[src/rtl/cal_seq_pkg.sv]
package cal_seq_pkg;

    typedef enum logic [1:0] {
        MODE_SPLIT  = 2'b00,
        MODE_MERGED = 2'b01,
        MODE_FULL   = 2'b10,
        MODE_FULL2  = 2'b11
    } cal_mode_e;

    typedef enum logic [2:0] {
        ST_IDLE      = 3'd0,
        ST_SETTLE    = 3'd1,
        ST_STROBE    = 3'd2,
        ST_WAIT_RISE = 3'd3,
        ST_WAIT_FALL = 3'd4,
        ST_DONE      = 3'd5
    } cal_state_e;

    typedef enum logic {
        STB_CAL  = 1'b0,
        STB_CONV = 1'b1
    } strobe_e;

endpackage

[src/rtl/cal_busy_sync.sv]
module cal_busy_sync #(
    parameter int STAGES = 2
) (
    input  logic clk,
    input  logic rst_n,
    input  logic async_i,
    output logic sync_o
);
    logic [STAGES-1:0] sh_q;

    generate
        if (STAGES == 1) begin : g_one
            always_ff @(posedge clk or negedge rst_n) begin
                if (!rst_n) sh_q <= '0;
                else        sh_q <= async_i;
            end
        end else begin : g_chain
            always_ff @(posedge clk or negedge rst_n) begin
                if (!rst_n) sh_q <= '0;
                else        sh_q <= {sh_q[STAGES-2:0], async_i};
            end
        end
    endgenerate

    assign sync_o = sh_q[STAGES-1];
endmodule

[src/rtl/cal_phase_map.sv]
module cal_phase_map
    import cal_seq_pkg::*;
(
    input  cal_mode_e mode_i,
    input  logic      phase_i,
    output strobe_e   strobe_o,
    output logic      lvl_full_o,
    output logic      long_o
);
    always_comb begin
        if (mode_i == MODE_SPLIT) begin
            strobe_o   = STB_CAL;
            lvl_full_o = phase_i;
            long_o     = 1'b0;
        end else begin
            strobe_o   = phase_i ? STB_CONV : STB_CAL;
            lvl_full_o = !phase_i;
            long_o     = mode_i[1] && !phase_i;
        end
    end
endmodule

[src/rtl/cal_seq_ctrl.sv]
module cal_seq_ctrl
    import cal_seq_pkg::*;
#(
    parameter int TW          = 8,
    parameter int LIM_W       = 16,
    parameter int RISE_WIN    = 8,
    parameter int LONG_SH     = 3,
    parameter int SYNC_STAGES = 2
) (
    input  logic             clk,
    input  logic             rst_n,
    input  logic             start_i,
    input  logic [1:0]       mode_i,
    input  logic [1:0]       repeat_i,
    input  logic [TW-1:0]    settle_i,
    input  logic [TW-1:0]    pulse_i,
    input  logic [LIM_W-1:0] busy_limit_i,
    input  logic             busy_i,
    output logic             cal_n_o,
    output logic             convst_n_o,
    output logic             lvl_full_o,
    output logic             run_o,
    output logic             done_o,
    output logic             err_o
);
    localparam int CW = LIM_W + LONG_SH;

    typedef struct packed {
        cal_state_e    st;
        cal_mode_e     mode;
        logic [1:0]    reps;
        logic [1:0]    pass;
        logic          phase;
        logic [CW-1:0] cnt;
        logic          lvl;
        logic          err;
    } regs_t;

    regs_t r_q, r_d;

    logic          busy_s;
    strobe_e       map_stb;
    logic          map_lvl;
    logic          map_long;
    logic [CW-1:0] cnt_inc;
    logic [CW-1:0] lim_eff;

    cal_busy_sync #(.STAGES(SYNC_STAGES)) i_sync (
        .clk     (clk),
        .rst_n   (rst_n),
        .async_i (busy_i),
        .sync_o  (busy_s)
    );

    cal_phase_map i_map (
        .mode_i     (r_q.mode),
        .phase_i    (r_q.phase),
        .strobe_o   (map_stb),
        .lvl_full_o (map_lvl),
        .long_o     (map_long)
    );

    assign cnt_inc = r_q.cnt + CW'(1);
    assign lim_eff = map_long ? (CW'(busy_limit_i) << LONG_SH) : CW'(busy_limit_i);

    always_comb begin
        r_d = r_q;
        unique case (r_q.st)
            ST_IDLE: begin
                if (start_i) begin
                    r_d.mode  = cal_mode_e'(mode_i);
                    r_d.reps  = (repeat_i == 2'd0) ? 2'd1 : repeat_i;
                    r_d.pass  = 2'd1;
                    r_d.phase = 1'b0;
                    r_d.cnt   = '0;
                    r_d.err   = 1'b0;
                    r_d.st    = ST_SETTLE;
                end
            end
            ST_SETTLE: begin
                r_d.lvl = map_lvl;
                if (cnt_inc >= CW'(settle_i)) begin
                    r_d.cnt = '0;
                    r_d.st  = ST_STROBE;
                end else begin
                    r_d.cnt = cnt_inc;
                end
            end
            ST_STROBE: begin
                if (cnt_inc >= CW'(pulse_i)) begin
                    r_d.cnt = '0;
                    r_d.st  = ST_WAIT_RISE;
                end else begin
                    r_d.cnt = cnt_inc;
                end
            end
            ST_WAIT_RISE: begin
                if (busy_s) begin
                    r_d.cnt = '0;
                    r_d.st  = ST_WAIT_FALL;
                end else if (cnt_inc >= CW'(RISE_WIN)) begin
                    r_d.err = 1'b1;
                    r_d.st  = ST_IDLE;
                end else begin
                    r_d.cnt = cnt_inc;
                end
            end
            ST_WAIT_FALL: begin
                if (!busy_s) begin
                    r_d.cnt = '0;
                    if (!r_q.phase) begin
                        r_d.phase = 1'b1;
                        r_d.st    = ST_SETTLE;
                    end else if (r_q.pass == r_q.reps) begin
                        r_d.st = ST_DONE;
                    end else begin
                        r_d.pass  = r_q.pass + 2'd1;
                        r_d.phase = 1'b0;
                        r_d.st    = ST_SETTLE;
                    end
                end else if (cnt_inc >= lim_eff) begin
                    r_d.err = 1'b1;
                    r_d.st  = ST_IDLE;
                end else begin
                    r_d.cnt = cnt_inc;
                end
            end
            ST_DONE: r_d.st = ST_IDLE;
            default: r_d.st = ST_IDLE;
        endcase
    end

    always_ff @(posedge clk or negedge rst_n) begin
        if (!rst_n) begin
            r_q <= '{st: ST_IDLE, mode: MODE_SPLIT, reps: 2'd1, pass: 2'd1,
                     phase: 1'b0, cnt: '0, lvl: 1'b0, err: 1'b0};
        end else begin
            r_q <= r_d;
        end
    end

    assign cal_n_o    = !(r_q.st == ST_STROBE && map_stb == STB_CAL);
    assign convst_n_o = !(r_q.st == ST_STROBE && map_stb == STB_CONV);
    assign lvl_full_o = (r_q.st == ST_SETTLE) ? map_lvl : r_q.lvl;
    assign run_o      = (r_q.st != ST_IDLE);
    assign done_o     = (r_q.st == ST_DONE);
    assign err_o      = r_q.err;


    lvl_hold_chk: assert property (@(posedge clk) disable iff (!rst_n)
        (r_q.st == ST_WAIT_RISE || r_q.st == ST_WAIT_FALL) |-> $stable(lvl_full_o));


    strobe_after_settle_chk: assert property (@(posedge clk) disable iff (!rst_n)
        ($fell(cal_n_o) || $fell(convst_n_o)) |-> $past(r_q.st) == ST_SETTLE);


    conv_busy_low_chk: assert property (@(posedge clk) disable iff (!rst_n)
        $fell(convst_n_o) |-> !busy_s);


    pass_bound_chk: assert property (@(posedge clk) disable iff (!rst_n)
        run_o |-> (r_q.pass != 2'd0 && r_q.pass <= r_q.reps));


    done_pulse_chk: assert property (@(posedge clk) disable iff (!rst_n)
        done_o |=> (!done_o && !run_o));


    err_origin_chk: assert property (@(posedge clk) disable iff (!rst_n)
        $rose(err_o) |-> (!run_o && ($past(r_q.st) == ST_WAIT_RISE ||
                                     $past(r_q.st) == ST_WAIT_FALL)));
endmodule

[config.mk]
export PLATFORM = sky130hd
export DESIGN_NAME = cal_seq_ctrl
export DESIGN_NICKNAME = d
export VERILOG_FILES = /design/src/rtl/cal_seq_pkg.sv /design/src/rtl/cal_busy_sync.sv /design/src/rtl/cal_phase_map.sv /design/src/rtl/cal_seq_ctrl.sv
export SDC_FILE = /design/constraint.sdc
export NUM_CORES = 1
export LEC_CHECK = 0
export CORE_ASPECT_RATIO = 0.6
export CORE_UTILIZATION = 56
export DETAILED_ROUTE_END_ITERATION = 10
export PLACE_DENSITY = 0.81
export SKIP_CTS_REPAIR_TIMING = 1
export SYNTH_ARGS = -nofsm -noshare
export SYNTH_HDL_FRONTEND = slang
export SYNTH_HIERARCHICAL = 1
export SYNTH_SLANG_ARGS = --single-unit
[constraint.sdc]
create_clock -name clk -period 4.8 [get_ports clk]
set_input_delay 0.96 -clock clk [delete_from_list [all_inputs] [get_ports clk]]
set_output_delay 0.96 -clock clk [all_outputs]
set_load 0.01 [all_outputs]
==> reports/results.txt <==
hold path start -> i_sync/sh_q[0]
Cell Area, Placed -> 3790 um^2
Clock Tree Buf Depth -> 2
final RePlAce weighted congestion -> 0.945
Hold Path Cell Cnt -> 0
reg-to-reg slack, setup -> 0.51 ns
Synth Register Bits -> 33
Highest Clock Rate -> 233 MHz
root buffer cell -> clkbuf_8
Avg Cell Area, Syn -> 8.55 um^2
Clock Latency Late Sink -> 0.30 ns
Slew @ Worst Pin -> 0.898 ns
Rows -> 21
final hold vios -> 0
first-pass GRT wire length -> 14400 um
Switching Share -> 41.9%
Core ar. -> 5620 um^2
Min-Delay Endpoint -> i_sync/sh_q[1]
die width -> 101 um
Power, Total -> 1.49 mW
Critical Path, Cell by Cell -> ha_1 > nand4_1 > nor4_2 > and3_1 > xnor2_1 > inv_1 > ha_1 > nor3_1 > o21ai_0 > a311o_1 > or2_0 > o32ai_1
Die ar. -> 6230 um^2
Max Cap Viol -> 0
largest fanout on the critical path -> 10
Yosys top cell by area -> dfrtp_1
startpoint class of the critical path -> register
library cells used by synthesis -> 67
ys flop type -> dfrtp_1
Clk pwr share -> 18.8%
Hold Path Class -> register to register
Yosys Warn Count -> 6
fin area -> 3910 um^2
most used cell, CP -> ha_1
CP max stage delay -> 0.57 ns
I/O pin count -> 46
drt wl/cell -> 17.7 um
Power Dens Cells -> 381 nW/um^2
max-slew violation count -> 0
fraction of layout cells with a size suffix above 1 -> 9.13%
antenna violations before repair -> 0
H-tree levels -> 2
Comb power frac -> 53.6%
CTS clk-pin slew, worst paths -> 0.07 ns
FFs w/ async S/R, synth -> 100%
RSZ-0062 raised after global routing -> false
peak supply drop -> 0.140 mV
IO buf count -> 45
CP Class -> register to register
Syn Std Cell Area -> 3310 um^2
Worst Clk Skew -> 0.00815 ns
Synth top area share -> 23.4%
Pleak -> 1.77 nW
family with the most delay on the worst path -> simple AND/OR/NAND/NOR gates
Critical R2R Launch -> r_q[2]
Seq/Total Area, Yosys -> 25.0%
final setup fails -> 0
largest net degree at the start of global routing -> 34
internal power -> 865 uW
Critical Path RT -> 4.98 ns
period utilisation layout -> 89.3%
CTS tree -> built
slowest CP cell -> nor4_2
register share of total power -> 27.6%
Post-synth EDFFs -> 0
R2R cell count -> 12
Rel. slew slack -> 39.6%
net switching power -> 625 uW
Initial Util -> 58.9%
FF-to-FF End -> r_q[18]
Avg Vias per Cell -> 6.14
final WL -> 8950 um
DP HPWL -> 6830 um
CP Capture Type -> register
GRT Resource Usage Total -> 31.3%
cell count after synthesis -> 387
CP arrival -> 4.47 ns
syn nets -> 456
DRC errors left -> 0
vias in the first global route -> 2813
Area Overhead vs Synth -> 18.2%
# nets final -> 495
total iterations of the first detailed-routing run -> 5
status -> completed
number of CTS-inserted buffers -> 5
Antenna diodes -> 0
fin crit period -> 4.29 ns
setup TNS -> 0 ns
Die Span Y -> 61.5 um
Critical path buffers and inverters -> 1
# clock sinks -> 33
Final ANT Viol Nets -> 0
DR iter-0 viols -> 343
Congestion Overflow GR -> 0
vias post-DR -> 3113
Synth area leaders -> dfrtp_1 (23%), ha_1 (11%), mux2i_1 (4.5%), xnor2_1 (4.2%), nand2_1 (4.1%)
==> per-stage QoR <==
step,util [%],hold slack (ns),setup WS (ns),std cells
after floorplan,-,0.331,1.32,387
after global placement,67.5,0.332,0.749,499
after detailed placement,67.5,0.343,0.612,499
after CTS,69.6,0.359,0.589,507
after global routing,69.6,0.367,0.201,507
final,69.6,0.361,0.514,507
==> cells in the mapped netlist, types with 7 or more instances <==
master	number
mux2_2	7
nand2_1	36
o31a_1	9
a21o_1	7
nor2_1	30
a21oi_1	10
xnor2_1	16
ha_1	29
buf_2	9
mux2i_1	15
nor3_1	13
nand3_1	7
o21ai_0	19
dfrtp_1	31
o31ai_1	8
inv_1	27
nand2b_1	11
==> power groups by stage <==
stage / Clock, mW / Sequential [mW] / Combinational [mW]
floorplan: 0 / 0.394 / 0.581
global placement: 0 / 0.413 / 0.753
detailed placement: 0 / 0.416 / 0.784
CTS: 0.283 / 0.411 / 0.789
global route: 0.290 / 0.422 / 0.892
finish: 0.280 / 0.412 / 0.798
==> layout by cell type, fill, tap and decap left out, drive strengths merged, types with 9 or more instances in the layout <==
| cell | n |
|---|---|
| dfrtp | 31 |
| nand2b | 11 |
| nor2 | 30 |
| mux2i | 15 |
| o21ai | 21 |
| o31a | 9 |
| nor3 | 15 |
| clkdlybuf4s50 | 45 |
| nand2 | 36 |
| a21oi | 10 |
| inv | 27 |
| xnor2 | 16 |
| ha | 29 |
==> worst max-delay path by stage <==
stage	from	end	slack [ns]	cells past startpoint
6_report	r_q[2]	r_q[18]	0.51	12
5_1_grt	r_q[2]	r_q[14]	0.20	12
4_1_cts	r_q[2]	r_q[2]	0.59	13
3_5_place_dp	r_q[2]	r_q[2]	0.61	12
3_3_place_gp	settle_i[0]	r_q[2]	0.75	10
2_1_floorplan	r_q[2]	r_q[5]	1.32	15
==> cell type report <==
type,count,area (um^2)
fill,464,1710
clock buffer,7,86.3
inverter,27,101
sequential,33,828
multi-input combinational,309,2280
clock inverter,1,30.0
tap,80,100
timing repair buffer,50,488
==> routing by layer <==
metal | vias to the layer above | GRT usage [%] | part of all wire (%)
met5 | - | 0 | 0
met4 | 0 | 10.4 | 1.5
met3 | 16 | 6.13 | 9.8
met2 | 148 | 43.1 | 39
met1 | 1460 | 48.2 | 50
li1 | 1489 | - | -
==> state kept, by name (all words and copies together) (netlist names) <==
register	count
err_o	1
i_sync/sh_q	2
r_q	30
==> kinds of logic after synthesis <==
logic type      share of synthesized area (%)
xor+xnor                                 5.82
compound gates                           21.2
buf+inv                                  6.24
fa+ha+maj                                11.3
mux                                      6.92
simple gates                             23.6
flops                                    25.0
No activity file was read; power rests on OpenSTA's default activity.
